===== src/rtl/wis_pkg.sv =====
package wis_pkg;

   typedef enum logic [1:0] {
      UNIT_CORE = 2'd0,
      UNIT_LDST = 2'd1,
      UNIT_SPEC = 2'd2,
      UNIT_NONE = 2'd3
   } unit_e;

   localparam int UNIT_BITS = 2;

endpackage


===== src/rtl/wis_rr_pick.sv =====
module wis_rr_pick #(
   parameter int N = 8
) (
   input  logic [N-1:0]         req,
   input  logic [$clog2(N)-1:0] start,
   output logic                 hit,
   output logic [$clog2(N)-1:0] idx
);
   localparam int IW = $clog2(N);

   if (N < 2 || (1 << IW) != N) begin : g_bad_n
      $error("wis_rr_pick: N must be a power of two and at least 2");
   end

   always_comb begin : p_scan
      logic [IW-1:0] j;
      hit = 1'b0;
      idx = start;
      j   = start;
      for (int i = 0; i < N; i++) begin
         j = start + IW'(i);
         if (!hit && req[j]) begin
            hit = 1'b1;
            idx = j;
         end
      end
   end

endmodule


===== src/rtl/wis_busy_ctr.sv =====
module wis_busy_ctr #(
   parameter int HOLD = 2
) (
   input  logic clk,
   input  logic rst_n,
   input  logic start,
   output logic idle
);
   localparam int CW = (HOLD > 1) ? $clog2(HOLD) : 1;

   if (HOLD < 1) begin : g_bad_hold
      $error("wis_busy_ctr: HOLD must be at least 1");
   end

   logic [CW-1:0] cnt;

   always_ff @(posedge clk or negedge rst_n) begin
      if (!rst_n)           cnt <= '0;
      else if (start)       cnt <= CW'(HOLD - 1);
      else if (cnt != '0)   cnt <= cnt - 1'b1;
   end

   assign idle = (cnt == '0);

   // A group is only ever started while it is free.
   assert_start_only_idle_R8: assert property (@(posedge clk) disable iff (!rst_n)
      start |-> idle);

   if (HOLD > 1) begin : g_hold_chk
      // A multi-cycle issue leaves the group busy on the next cycle.
      assert_busy_after_start_R4: assert property (@(posedge clk) disable iff (!rst_n)
         start |=> !idle);
      // The group only becomes busy because of an issue.
      assert_busy_needs_start_R5: assert property (@(posedge clk) disable iff (!rst_n)
         $fell(idle) |-> $past(start));
   end

endmodule


===== src/rtl/wis_sched.sv =====
module wis_sched
   import wis_pkg::*;
#(
   parameter int POOL = 8
) (
   input  logic                    clk,
   input  logic                    rst_n,
   input  logic [POOL-1:0]         ready,
   input  logic [2*POOL-1:0]       cls,
   input  logic [POOL-1:0]         live,
   input  logic                    core_idle,
   input  logic                    ldst_idle,
   input  logic                    spec_idle,
   output logic                    grant,
   output logic [$clog2(POOL)-1:0] gidx,
   output logic [1:0]              gunit
);
   localparam int PW = $clog2(POOL);

   logic [POOL-1:0] cand;
   logic [POOL-1:0] unit_ok;
   logic [POOL-1:0] elig;
   logic [PW-1:0]   ptr;
   logic            c_hit;
   logic [PW-1:0]   c_idx;

   always_comb begin
      for (int i = 0; i < POOL; i++) begin
         cand[i] = ready[i] && live[i] && (cls[2*i +: 2] != UNIT_NONE);
         case (unit_e'(cls[2*i +: 2]))
            UNIT_CORE: unit_ok[i] = core_idle;
            UNIT_LDST: unit_ok[i] = ldst_idle;
            UNIT_SPEC: unit_ok[i] = spec_idle;
            default:   unit_ok[i] = 1'b0;
         endcase
      end
   end

   assign elig = cand & unit_ok;

   wis_rr_pick #(.N(POOL)) u_cand_pick (
      .req(cand), .start(ptr), .hit(c_hit), .idx(c_idx)
   );

   wis_rr_pick #(.N(POOL)) u_elig_pick (
      .req(elig), .start(ptr), .hit(grant), .idx(gidx)
   );

   assign gunit = grant ? cls[2*gidx +: 2] : 2'd0;

   // Park on the first skipped warp; otherwise step past the granted one.
   always_ff @(posedge clk or negedge rst_n) begin
      if (!rst_n) ptr <= '0;
      else if (grant && c_hit) ptr <= (c_idx == gidx) ? gidx + PW'(1) : c_idx;
   end

   assert_grant_live_R9: assert property (@(posedge clk) disable iff (!rst_n)
      grant |-> (ready[gidx] && live[gidx]));

   assert_no_reserved_R10: assert property (@(posedge clk) disable iff (!rst_n)
      grant |-> (gunit != UNIT_NONE));

   assert_ptr_hold_R3: assert property (@(posedge clk) disable iff (!rst_n)
      !grant |=> $stable(ptr));

   assert_spec_free_R5: assert property (@(posedge clk) disable iff (!rst_n)
      (grant && gunit == UNIT_SPEC) |-> spec_idle);

endmodule


===== src/rtl/warp_issue_dual.sv =====
module warp_issue_dual
   import wis_pkg::*;
#(
   parameter int NUM_WARPS  = 16,
   parameter int LANES      = 32,
   parameter int CORE_WIDTH = 16,
   parameter int LDST_WIDTH = 16,
   parameter int SPEC_WIDTH = 4
) (
   input  logic                   clk,
   input  logic                   rst_n,
   input  logic [NUM_WARPS-1:0]   warp_ready,
   input  logic [2*NUM_WARPS-1:0] warp_class,
   input  logic [NUM_WARPS*LANES-1:0] warp_mask,
   output logic [1:0]             issue_valid,
   output logic [2*$clog2(NUM_WARPS)-1:0] issue_warp,
   output logic [3:0]             issue_unit,
   output logic [2*LANES-1:0]     issue_mask
);
   localparam int POOL      = NUM_WARPS / 2;
   localparam int WW        = $clog2(NUM_WARPS);
   localparam int PW        = $clog2(POOL);
   localparam int CORE_HOLD = LANES / CORE_WIDTH;
   localparam int LDST_HOLD = LANES / LDST_WIDTH;
   localparam int SPEC_HOLD = LANES / SPEC_WIDTH;

   if (NUM_WARPS < 4 || (1 << WW) != NUM_WARPS) begin : g_bad_warps
      $error("warp_issue_dual: NUM_WARPS must be a power of two, at least 4");
   end
   if (LANES % CORE_WIDTH != 0 || LANES % LDST_WIDTH != 0 ||
       LANES % SPEC_WIDTH != 0) begin : g_bad_width
      $error("warp_issue_dual: unit widths must divide LANES");
   end

   logic [1:0]          grant;
   logic [1:0][PW-1:0]  gidx;
   logic [1:0][1:0]     gunit;
   logic [1:0]          core_idle;
   logic                ldst_idle;
   logic                spec_idle;
   logic [NUM_WARPS-1:0] live;

   for (genvar w = 0; w < NUM_WARPS; w++) begin : g_live
      assign live[w] = |warp_mask[w*LANES +: LANES];
   end

   for (genvar s = 0; s < 2; s++) begin : g_sched
      logic [POOL-1:0]   ready_s;
      logic [2*POOL-1:0] cls_s;
      logic [POOL-1:0]   live_s;
      logic              ldst_ok;
      logic              spec_ok;
      logic [WW-1:0]     gw;

      for (genvar i = 0; i < POOL; i++) begin : g_pool
         assign ready_s[i]       = warp_ready[2*i + s];
         assign cls_s[2*i +: 2]  = warp_class[2*(2*i + s) +: 2];
         assign live_s[i]        = live[2*i + s];
      end

      if (s == 0) begin : g_first
         assign ldst_ok = ldst_idle;
         assign spec_ok = spec_idle;
      end else begin : g_second
         // Scheduler 0 has already claimed its shared group this cycle.
         assign ldst_ok = ldst_idle && !(grant[0] && gunit[0] == UNIT_LDST);
         assign spec_ok = spec_idle && !(grant[0] && gunit[0] == UNIT_SPEC);
      end

      wis_sched #(.POOL(POOL)) u_sched (
         .clk(clk), .rst_n(rst_n),
         .ready(ready_s), .cls(cls_s), .live(live_s),
         .core_idle(core_idle[s]), .ldst_idle(ldst_ok), .spec_idle(spec_ok),
         .grant(grant[s]), .gidx(gidx[s]), .gunit(gunit[s])
      );

      wis_busy_ctr #(.HOLD(CORE_HOLD)) u_core_busy (
         .clk(clk), .rst_n(rst_n),
         .start(grant[s] && gunit[s] == UNIT_CORE),
         .idle(core_idle[s])
      );

      assign gw = {gidx[s], 1'(s)};
      assign issue_valid[s]          = grant[s];
      assign issue_warp[s*WW +: WW]  = grant[s] ? gw : '0;
      assign issue_unit[s*2 +: 2]    = grant[s] ? gunit[s] : 2'd0;
      assign issue_mask[s*LANES +: LANES] =
         grant[s] ? warp_mask[int'(gw)*LANES +: LANES] : '0;
   end

   wis_busy_ctr #(.HOLD(LDST_HOLD)) u_ldst_busy (
      .clk(clk), .rst_n(rst_n),
      .start((grant[0] && gunit[0] == UNIT_LDST) || (grant[1] && gunit[1] == UNIT_LDST)),
      .idle(ldst_idle)
   );

   wis_busy_ctr #(.HOLD(SPEC_HOLD)) u_spec_busy (
      .clk(clk), .rst_n(rst_n),
      .start((grant[0] && gunit[0] == UNIT_SPEC) || (grant[1] && gunit[1] == UNIT_SPEC)),
      .idle(spec_idle)
   );

   // Two issues never land on the same shared group in one cycle.
   assert_shared_exclusive_R7: assert property (@(posedge clk) disable iff (!rst_n)
      (issue_valid == 2'b11 && issue_unit[1:0] != UNIT_CORE)
         |-> (issue_unit[1:0] != issue_unit[3:2]));

endmodule


===== config.mk =====
export PLATFORM = sky130hd
export DESIGN_NAME = warp_issue_dual
export DESIGN_NICKNAME = d
export VERILOG_FILES = /design/src/rtl/wis_pkg.sv /design/src/rtl/wis_rr_pick.sv /design/src/rtl/wis_busy_ctr.sv /design/src/rtl/wis_sched.sv /design/src/rtl/warp_issue_dual.sv
export SDC_FILE = /design/constraint.sdc
export NUM_CORES = 1
export LEC_CHECK = 0
export CAP_MARGIN = 10
export CORE_AREA = 2 2 249 251
export CTS_BUF_LIST = sky130_fd_sc_hd__clkbuf_4 sky130_fd_sc_hd__clkbuf_8 sky130_fd_sc_hd__clkbuf_16
export DETAILED_ROUTE_END_ITERATION = 7
export DIE_AREA = 0 0 251 253
export HOLD_SLACK_MARGIN = 0.03
export MAX_ROUTING_LAYER = met4
export SYNTH_ARGS = -nofsm -noshare
export SYNTH_HDL_FRONTEND = slang
export SYNTH_HIERARCHICAL = 1
export SYNTH_SLANG_ARGS = --single-unit

===== constraint.sdc =====
create_clock -name clk -period 15.3 [get_ports clk]
set_clock_uncertainty 0.15 [all_clocks]
set_input_delay 2.295 -clock clk [delete_from_list [all_inputs] [get_ports clk]]
set_output_delay 2.295 -clock clk [all_outputs]
set_load 0.005 [all_outputs]

# [After elaboration in Yosys (flattened, before gate mapping)]
# Index checks and enable logic that the tools add are counted.
[totals] reg_bits=12 inputBits=562 output_inout_bits=78
[classes] add_sub_neg=20 magnitude_cmp=16 n_eq_ne=54 shifts=4 muxes=158 bitwise=5 reduce_logical=139
[op_table] operator="$shiftx 512x10->32" count=2
[op_table] operator="$reduce_or 32->1" count=16
[op_table] operator="$bmux 1 s3" count=32
[op_table] operator="$mux 3" count=32
[op_table] operator="$logic_and 1x1->1" count=70
[op_table] operator="$mux 1" count=70
[op_table] operator="$lt 3x4->1 const B" count=16
[op_table] operator="$mux 32" count=2
[op_table] operator="$pmux 1 s3" count=16
[op_table] operator="$eq 2x1->1 const B" count=18
[op_table] operator="$eq 2x2->1 const B" count=18
[op_table] operator="$logic_not 2->1" count=18
[op_table] operator="$ne 2x2->1 const B" count=16
[op_table] operator="$shiftx 16x5->2" count=2
[op_table] operator="$logic_not 1->1" count=30
[op_table] operator="$add 3x3->3 const B" count=8
[op_table] operator="$and 8x8->8" count=2
[op_table] operator="$add 3x1->3 const B" count=4
[op_table] operator="$add 3x2->3 const B" count=4
[op_table] operator="$mux 2" count=4
[op_table] operator="$mux 4" count=2
[op_table] operator="$eq 3x3->1" count=2
[op_table] operator="$logic_not 3->1" count=1
[op_table] operator="$not 1->1" count=3
[op_table] operator="5 further kinds" count=8

# [Logic depth before layout (Yosys ltp)]
# Gate-level depths: netlist of the first run.
[depth] word_depth=66 ltp_mapped=35 ltp_nobuf=32

# [By module]
# The synthesis of the first run kept the hierarchy.
[by_module_without_submodules] module="warp_issue_dual" instances=1 cells_per_inst=647 area_each_um2=5632.9 seq_area_each_um2=0.0
[by_module_without_submodules] module="wis_rr_pick" instances=4 cells_per_inst=97 area_each_um2=867.1 seq_area_each_um2=0.0
[by_module_without_submodules] module="wis_sched" instances=2 cells_per_inst=83 area_each_um2=608.1 seq_area_each_um2=75.1
[by_module_without_submodules] module="wis_busy_ctr at u_spec_busy" instances=1 cells_per_inst=17 area_each_um2=180.2 seq_area_each_um2=75.1
[by_module_without_submodules] module="wis_busy_ctr at g_sched[0].u_core_busy ..." instances=3 cells_per_inst=2 area_each_um2=28.8 seq_area_each_um2=25.0

# [Least setup slack after synthesis of the first run]
# OpenSTA, ideal clock, no wires.
[synth_timing] path_kind="input to output" start="input port warp_mask[453]" end="output port issue_mask[61]" t_arrival_ns=10.189 required_time_ns=12.855 slack_ns=2.666 path_stages=33 cell_sequence="nor4_1 nand4_1 or2_2 nand2_1 a21oi_1 a21boi_0 mux4_2 mux2_2 o32a_1 or3_4 a2bb2oi_1 a211oi_2 buf_6 mux4_2 mux2i_1 nor2_1 nand3b_1 and2_1 clkbuf_1 a22oi_1 a21boi_0 mux4_2 mux2_2 a2111oi_0 or3_1 a221oi_1 o32ai_1 buf_6 buf_12 buf_6 mux2_2 o221ai_1 nor2_1"
[synth_rtl] element="start: declaration" line="warp_issue_dual.sv:14" text="input logic [NUM_WARPS*LANES-1:0] warp_mask,"
[synth_rtl] element="end: declaration" line="warp_issue_dual.sv:18" text="output logic [2*LANES-1:0] issue_mask"

==> metrics.csv, run 1 <==
metric,value,unit
status,"finished, final reports clean",
Mapped Nets,1798,
M1 GR Usage,27.1,%
f_max,0.0668,GHz
Worst setup EP type,output port,
Crit path max-delay family,multiplexers,
"Req. time, crit path",12.86,ns
Final Hold Vio Count,0,
fin. max-slew vios,0,
Worst setup SP type,primary input,
area share of fa/ha/maj cells after synthesis,1.42,%
post-synthesis compound-gate area fraction,19.6,%
Max Cap Viol,0,
Yosys Warn Count,6,
Tcrit/Tclk final,97.9,%
1st-pass router iterations,5,
Vias per Instance,5.42,
Worst path depth,35,
Post-Synthesis Cells,1224,
Port Buffer Count,638,
Setup crit start,warp_mask[453],
GRT overflow,0,
Worst Hold Class,flop to flop,
"Slowest-stage cell, CP",mux4_2,
first-pass GRT wire length,109000,µm
worst skew pair latency,0.24,ns
pre-CTS setup slack,-0.234,ns
grt met2 use,41.6,%
DRT iter0 DRCs,1125,
ys async rst share,100,%
mapped cell area,0.0106,mm²
Worst Reg-to-Reg Cells,31,
Initial Util,17.3,%
TritonCTS clock tree,yes,
ANT nets after route,0,
Die ar.,0.0635,mm²
GR Util All Layers,24.4,%
DP Cell Count,2620,
relative slew slack,25.8,%
Worst Setup EP,issue_mask[40],
Final WS setup,0.325,ns
average cell area after synthesis,8.65,µm²
average wire per standard cell,29.8,µm
fraction of layout cells with a size suffix above 1,21.2,%
DP HPWL,69700,µm
Yosys reg bits,12,
initial antenna violation count,37,
Remaining DRCs,0,
Clock transition at path regs,0.05,ns
CP max FO,9,
number of flops mapped to enable cells by yosys,0,
io pins,640,
Slew @ Worst Pin,1.10,ns
xor/xnor cell area share of the yosys netlist,1.96,%
Yosys cell types,61,
drt total wl,79300,µm
Crit path buffers/inverters,7,
met3 usage,4.71,%
Worst R2R Start,g_sched[0].u_sched/ptr[1],
vias in the first global route,14808,
simple-gate share of the synthesized area,23.2,%
Final Net Count,2413,
H-tree levels,1,
# rows,91,
clk sinks,12,
"Area growth, synth to finish",73.1,%
register-to-register setup slack,5.07,ns
floorplan core area,0.0610,mm²
# setup viols final,0,
largest net degree at the start of global routing,73,
"non-filler cells, final",2660,
largest family of logic cells by synthesized area,multiplexers,
cts hold-fix bufs,0,
layer carrying the most global-route usage,met2,
via count,14421,
Main synth FF type,dfrtp_1,
CTS Buf Count,3,
Chip Width,251,µm
WS Path Type,primary input to output port,
root buffer cell,clkbuf_16,
Filler cells,6429,
routability cong.,1.09,
"slowest stage delay, CP",0.53,ns
min cycle time layout,14.97,ns
mux cell area share after synthesis,43.8,%
worst r2r dst,u_spec_busy/cnt[0],
arrival time worst endpoint,12.53,ns
sequential share of the synthesized area,2.84,%
setup tns final,0,ns
CTS max path bufs,2,
worst hold slack,0.401,ns
Die Y,253,µm
RSZ-0062 raised after global routing,false,
## worst min path at each step
stage | from | cells past startpoint | endpoint
floorplan | u_spec_busy/cnt[1] | 2 | u_spec_busy/cnt[1]
global placement | u_spec_busy/cnt[1] | 2 | u_spec_busy/cnt[1]
detailed placement | u_spec_busy/cnt[1] | 2 | u_spec_busy/cnt[1]
CTS | u_spec_busy/cnt[1] | 2 | u_spec_busy/cnt[1]
global route | u_spec_busy/cnt[1] | 2 | u_spec_busy/cnt[1]
finish | u_spec_busy/cnt[1] | 2 | u_spec_busy/cnt[1]
## sequential cells by signal, summed over array words and instances, names as in the netlist
register / flops
u_spec_busy/cnt: 3
u_ldst_busy/cnt: 1
g_sched.u_core_busy/cnt: 2
g_sched.u_sched/ptr: 6
## cells in the mapped netlist (4+ instances only)
library cell	number	area, µm²
a2111oi_0	4	35.0
xor2_1	8	70.1
a211oi_2	4	50.1
a22oi_1	28	210
o22ai_1	4	25.0
nand3b_1	6	45.0
o221ai_1	67	587
or2_2	16	100
or2_0	4	25.0
a21oi_1	44	220
o32ai_1	16	140
a211oi_1	12	90.1
mux2_4	5	75.1
mux4_1	7	184
xnor2_1	12	105
buf_4	15	113
dfrtp_1	12	300
mux2_2	141	1590
o31ai_1	6	45.0
nand2_1	56	210
a31oi_1	4	25.0
o221a_2	4	45.0
or3_4	4	45.0
nor4_1	128	801
clkbuf_1	37	139
ha_1	12	150
nor2_1	178	668
and2_1	11	68.8
o21ai_0	16	80.1
nand4_1	32	200
inv_1	37	139
mux2i_1	24	240
a2bb2oi_1	8	70.1
or3_1	6	37.5
nor2b_1	15	93.8
buf_6	14	158
a221oi_1	8	70.1
o311ai_1	4	35.0
o211ai_1	4	30.0
mux4_2	113	2540
o32a_1	4	40.0
buf_2	28	140
o2111ai_1	4	35.0
a21boi_0	20	150
nand2b_1	17	106
## layer usage
metal / part of all wire, % / vias up
met5: 0 / -
met4: 5.3 / 0
met2: 49 / 902
met3: 7.9 / 145
met1: 38 / 7071
li1: - / 6303
## worst min-delay path, stage by stage, from the launching register on
cell	delay, ns
dfrtp_1	0.34
nor2_1	0.05
mux2i_1	0.12
## logic make-up after synthesis
group                    Yosys count
adder cells (fa/ha/maj)           12
buffers and inverters            137
AO/OA/AOI/OAI                    271
XOR/XNOR                          22
multiplexers                     290
flip-flops                        12
other                              1
AND/OR/NAND/NOR                  479
## per-stage QoR
step | area, µm² | util, %
after detailed placement | 18000 | 29.6
final | 18300 | 30.0
after floorplan | 10600 | -
after global routing | 18300 | 30.0
after CTS | 18100 | 29.7
after global placement | 18000 | 29.5
## cell type report
type	instances	area, µm²	share of cell area [%]
tap	790	988	5.40
multi-input combinational	1075	9710	53.0
timing repair buffer	708	7000	38.2
sequential	12	300	1.64
inverter	39	149	0.813
clock buffer	4	88.8	0.485
antenna	32	80.1	0.437
## placed cells by master (no fill, tap or decap), types with 5 or more instances in the layout
master	synthesis	layout
clkdlybuf4s50_1	0	638
nor2_1	178	178
mux2_2	141	141
mux4_2	113	113
nor4_1	128	112
o221ai_1	67	67
buf_4	15	61
nand2_1	56	56
a21oi_1	44	44
inv_1	37	37
diode_2	0	32
nand4_1	32	32
a22oi_1	28	28
mux2i_1	24	24
or2_2	16	16
o21ai_0	16	16
a21boi_0	20	16
nand2b_1	17	15
nor2b_1	15	15
nor4_2	0	14
o32ai_1	16	14
dfrtp_1	12	12
ha_1	12	12
a211oi_1	12	12
and2_1	11	11
xnor2_1	12	10
xor2_1	8	8
a2bb2oi_1	8	8
a221oi_1	8	8
mux4_1	7	7
buf_12	3	7
nand3b_1	6	6
o31ai_1	6	6
or3_1	6	6
mux2_4	5	5
## what timing repair did
| action | in CTS | in global routing |
|---|---|---|
| gates resized for setup | 2 | 14 |
| pin swaps | 0 | 3 |
| setup buffers | 0 | 4 |
| cloned | 0 | 0 |
| hold endpoints to repair | 0 | 0 |
| setup endpoints to repair | 34 | 35 |
Power of run 1 is not shown: default switching activity piles up to over one toggle a cycle in this logic, so the estimate is an artifact.
==> run 2: changes to the inputs <==
- clock period: 15.3 -> 14.28 ns (I/O delays scaled with it)
==> run 2 against run 1 <==
  * Worst setup slack improved by 0.044 ns
  * Design area rose by 3.9%
  * Final cell count up 2.7%
  * Global-route usage fell by 0.26 points
  * Hold slack improved by 0.012 ns
  * Wire length decreased by 1.1%
  * Non-clock buffer count up 72
  * Register-to-register slack lost 0.44 ns
  * Critical path depth decreased by 1
  * Largest cell class unchanged
  * Critical path type unchanged
  * First-iteration DRC count is 2.8% higher
  * Via count grew 1.8%
==> metrics.csv, run 2 (same netlist as run 1, synthesis figures left out) <==
metric,value,unit,change
status,"finished, final reports clean",,
Biggest register,g_sched.u_sched/ptr,,
initial antenna violation count,37,,unchanged
DP HPWL,69100,µm,-0.82%
"Slowest-stage cell, CP",nor4_1,,
Die Y,253,µm,unchanged
area of the multi-input gates,0.00981,mm²,+1.0%
f_max,0.0719,GHz,
average wire per standard cell,28.7,µm,-3.6%
fraction of layout cells with a size suffix above 1,24.9,%,+3.7 points
"most common cell after layout, fill and taps aside",clkdlybuf4s50_1,,
Final Hold Vio Count,0,,unchanged
clk sinks,12,,unchanged
Tcrit/Tclk final,97.4,%,
arrival time worst endpoint,11.62,ns,-0.91 ns
Max Cap Viol,0,,unchanged
largest net degree at the start of global routing,73,,unchanged
Initial Util,17.3,%,unchanged
H-tree levels,1,,unchanged
"slowest stage delay, CP",0.50,ns,-0.03 ns
worst skew pair latency,0.24,ns,about the same
Filler cells,6387,,-0.65%
Port Buffer Count,638,,unchanged
Vias per Instance,5.38,,-0.83%
ANT nets after route,0,,unchanged
Worst setup SP type,primary input,,
Slew @ Worst Pin,0.961,ns,-0.141 ns
relative slew slack,35.3,%,+9.5 points
DRT iter0 DRCs,1157,,+2.8%
"Area growth, synth to finish",79.8,%,
via count,14683,,+1.8%
"Req. time, crit path",11.99,ns,-0.87 ns
most frequent cells in the layout,"clkdlybuf4s50_1, nor2_1, mux2_2, buf_4, mux4_2",,
Clock transition at path regs,0.05,ns,about the same
fin. max-slew vios,0,,unchanged
max reg flops,6,,unchanged
GR Util All Layers,24.2,%,-0.26 points
# rows,91,,unchanged
floorplan core area,0.0610,mm²,unchanged
Die ar.,0.0635,mm²,unchanged
Remaining DRCs,0,,unchanged
CTS Buf Count,3,,unchanged
Crit path top cell by count,mux4_2,,
WS Path Type,primary input to output port,,
Final Net Count,2485,,+3.0%
GRT overflow,0,,unchanged
Chip Width,251,µm,unchanged
register area,300,µm²,unchanged
Worst setup EP type,output port,,
Worst Hold Class,flop to flop,,
TritonCTS clock tree,yes,,
1st-pass router iterations,6,,+1
routability cong.,1.01,,-7.5%
io pins,640,,unchanged
CP max FO,10,,+1
CTS max path bufs,2,,unchanged
vias in the first global route,15088,,+1.9%
first-pass GRT wire length,109000,µm,-0.15%
root buffer cell,clkbuf_16,,
min cycle time layout,13.91,ns,
worst hold slack,0.413,ns,+0.0116 ns
top flop regs,"g_sched.u_sched/ptr x6, u_spec_busy/cnt x3, g_sched.u_core_busy/cnt x2",,
drt total wl,78500,µm,-1.1%
# setup viols final,0,,unchanged
[run 2: cell types whose count changed in the layout (fill, tap and decap cells not counted), sizes merged]
cell,delta
clkdlybuf4s50,-3
diode,-1
dlymetal6s2s,+3
buf,+72
[run 2: path summary, 6_finish.rpt]
path / startpoint / endpoint / slack (ns) / depth (start not counted)
max: warp_mask[461] / issue_mask[48] / 0.37 / 34
min: u_spec_busy/cnt[1] / u_spec_busy/cnt[1] / 0.41 / 2
max reg2reg: g_sched[0].u_sched/ptr[1] / u_spec_busy/cnt[1] / 4.63 / 33
min reg2reg: u_spec_busy/cnt[1] / u_spec_busy/cnt[1] / 0.41 / 2
max in group asynchronous: rst_n / u_ldst_busy/cnt / 11.46 / 1
min in group asynchronous: rst_n / u_spec_busy/cnt[1] / 2.13 / 1
[run 2: routing by layer]
layer | GRT usage [%] | up-vias | routed length, µm
li1 | - | 6447 | -
met1 | 27.4 | 7254 | 30800
met2 | 41.8 | 859 | 38600
met3 | 4.41 | 123 | 5860
met4 | 10.2 | 0 | 3230
met5 | - | - | 0
[run 2: cell type report]
class | instances | area share, %
diodes | 31 | 0.408
repair buffers | 780 | 40.0
clock buffers | 4 | 0.467
multi-input cells | 1075 | 51.6
well taps | 790 | 5.19
flip-flops and latches | 12 | 1.58
inverters | 39 | 0.783
[run 2: worst max-delay path: cells and delay by family]
family	cells	cell delay, ns
AO/OA/AOI/OAI	10	2.35
multiplexers	7	2.78
buffers and inverters	7	1.77
AND/OR/NAND/NOR	10	2.54
[run 2: what timing repair did]
item                                    4_1_cts  5_1_grt
buffers inserted                              0        2
gates resized for setup                       4       45
endpoints found under the hold margin         0        0
endpoints found under the setup margin       34       35
hold buffers                                  0        0
pin swaps                                     0        8
[run 2: per-stage QoR]
step / util [%] / TNS, ns / instances / setup slack (ns) / cell area (µm²)
final: 31.2 / 0 / 2731 / 0.369 / 19000
after global routing: 31.2 / -0.0242 / 2730 / -0.0152 / 19000
after CTS: 30.7 / 0 / 2698 / 0.00116 / 18700
after detailed placement: 30.5 / -2.53 / 2694 / -0.147 / 18600
after global placement: 30.5 / -0.155 / 2694 / -0.0875 / 18600
after floorplan: - / 0 / 1224 / 1.95 / 10600
Power of run 2 is left out for the same reason.
==> run 3: changes to the inputs <==
- CTS_BUF_LIST: sky130_fd_sc_hd__clkbuf_4 sky130_fd_sc_hd__clkbuf_8 sky130_fd_sc_hd__clkbuf_16 -> sky130_fd_sc_hd__clkbuf_8
- SLEW_MARGIN: not set -> 10
==> run 3 against run 2 <==
  * Critical path depth is the same
  * Non-clock buffer count is the same
  * Critical path type unchanged
  * Register-to-register slack lost 0.06 ns
==> metrics.csv, run 3 (same netlist as run 1, synthesis figures left out) <==
metric,value,unit,change
Initial Util,17.3,%,unchanged
Final Net Count,2485,,unchanged
M1 GR Usage,27.4,%,unchanged
Crit path max-delay family,compound AO/OA/AOI/OAI gates,,
layer carrying the most global-route usage,met2,,
fin. max-slew vios,0,,unchanged
floorplan core area,0.0610,mm²,unchanged
worst skew pair latency,0.24,ns,about the same
Hold Path Depth,2,,unchanged
max reg flops,6,,unchanged
Final WS setup,0.308,ns,-0.0608 ns
Die ar.,0.0635,mm²,unchanged
register-to-register setup slack,4.57,ns,-0.06 ns
initial antenna violation count,37,,unchanged
Hold Crit Endpoint,u_spec_busy/cnt[1],,
"Area growth, synth to finish",79.4,%,
fraction of layout cells with a size suffix above 1,24.9,%,unchanged
grt met2 use,41.8,%,unchanged
area of the multi-input gates,0.00981,mm²,unchanged
drt total wl,78600,µm,+0.15%
Vias per Instance,5.37,,-0.11%
TritonCTS clock tree,yes,,
Remaining DRCs,0,,unchanged
GRT overflow,0,,unchanged
Worst setup SP type,primary input,,
"Req. time, crit path",11.99,ns,about the same
pre-CTS setup slack,-0.147,ns,unchanged
Worst Reg-to-Reg Cells,33,,unchanged
"most common cell after layout, fill and taps aside",clkdlybuf4s50_1,,
CP max FO,13,,+3
Crit path buffers/inverters,7,,unchanged
ANT nets after route,0,,unchanged
worst r2r dst,u_spec_busy/cnt[1],,
min cycle time layout,13.97,ns,+0.0608 ns
Chip Width,251,µm,unchanged
1st-pass router iterations,5,,-1
Final Hold Vio Count,0,,unchanged
vias in the first global route,15084,,-0.027%
Tcrit/Tclk final,97.8,%,+0.43 points
arrival time worst endpoint,11.68,ns,+0.06 ns
DP HPWL,69100,µm,unchanged
# setup viols final,0,,unchanged
Filler cells,6389,,+0.031%
Die Y,253,µm,unchanged
"Slowest-stage cell, CP",clkdlybuf4s50_1,,
Worst R2R Start,g_sched[0].u_sched/ptr[1],,
average wire per standard cell,28.8,µm,+0.19%
largest net degree at the start of global routing,73,,unchanged
register area,300,µm²,unchanged
clk sinks,12,,unchanged
Biggest register,g_sched.u_sched/ptr,,
Worst setup EP type,output port,,
# rows,91,,unchanged
met3 usage,4.41,%,unchanged
Clock transition at path regs,0.06,ns,about the same
Crit path top cell by count,buf_4,,
H-tree levels,1,,unchanged
first-pass GRT wire length,109000,µm,about the same
Max Cap Viol,0,,unchanged
most frequent cells in the layout,"clkdlybuf4s50_1, nor2_1, mux2_2, buf_4, mux4_2",,
relative slew slack,33.4,%,-2.0 points
status,"finished, final reports clean",,
CTS max path bufs,2,,unchanged
WS Path Type,primary input to output port,,
routability cong.,1.01,,unchanged
DRT iter0 DRCs,1252,,+8.2%
via count,14661,,-0.15%
CTS Buf Count,3,,unchanged
Port Buffer Count,638,,unchanged
root buffer cell,clkbuf_8,,
"slowest stage delay, CP",0.55,ns,+0.05 ns
f_max,0.0716,GHz,-0.44%
io pins,640,,unchanged
Slew @ Worst Pin,0.990,ns,+0.0293 ns
min-delay src,u_spec_busy/cnt[1],,
GR Util All Layers,24.2,%,about the same
top flop regs,"g_sched.u_sched/ptr x6, u_spec_busy/cnt x3, g_sched.u_core_busy/cnt x2",,
Worst Hold Class,flop to flop,,
run 3: routing by layer:
metal / vias up / routed length (µm)
li1: 6440 / -
met1: 7221 / 30900
met2: 878 / 38500
met3: 122 / 5870
met4: 0 / 3300
met5: - / 0
run 3: final cells by class:
| class | count | area share, % |
|---|---|---|
| inverters | 39 | 0.784 |
| repair buffers | 780 | 40.1 |
| diodes | 30 | 0.395 |
| clock buffers | 4 | 0.290 |
| multi-input cells | 1075 | 51.7 |
| flip-flops and latches | 12 | 1.58 |
| well taps | 790 | 5.20 |
run 3: per-stage QoR:
stage | TNS (ns) | cells | util (%) | cell area, µm² | hold WS (ns)
final | 0 | 2730 | 31.1 | 19000 | 0.417
after global routing | -0.0242 | 2730 | 31.1 | 19000 | 0.469
after CTS | 0 | 2698 | 30.6 | 18700 | 0.421
after detailed placement | -2.53 | 2694 | 30.5 | 18600 | 0.415
after global placement | -0.155 | 2694 | 30.5 | 18600 | 0.379
after floorplan | 0 | 1224 | - | 10600 | 0.364
run 3: how the worst max path moves through the flow:
stage,startpoint,cells past startpoint,end
floorplan,warp_mask[453],33,issue_mask[61]
global placement,warp_mask[384],34,issue_mask[57]
detailed placement,warp_mask[384],35,issue_mask[62]
CTS,warp_mask[6],35,issue_mask[62]
global route,warp_mask[132],35,issue_mask[54]
finish,warp_mask[281],34,issue_mask[57]
run 3: timing repair:
item | 4_1_cts | 5_1_grt
gates resized for setup | 4 | 45
pin swaps | 0 | 8
endpoints found under the setup margin | 34 | 35
setup buffers | 0 | 2
hold buffers | 0 | 0
gates cloned | 0 | 0
run 3: worst min-delay path, cell delays in order (launching register included):
cell	delay, ns
dfrtp_1	0.34
nor2_1	0.05
mux2i_1	0.13
Power of run 3 is left out for the same reason.
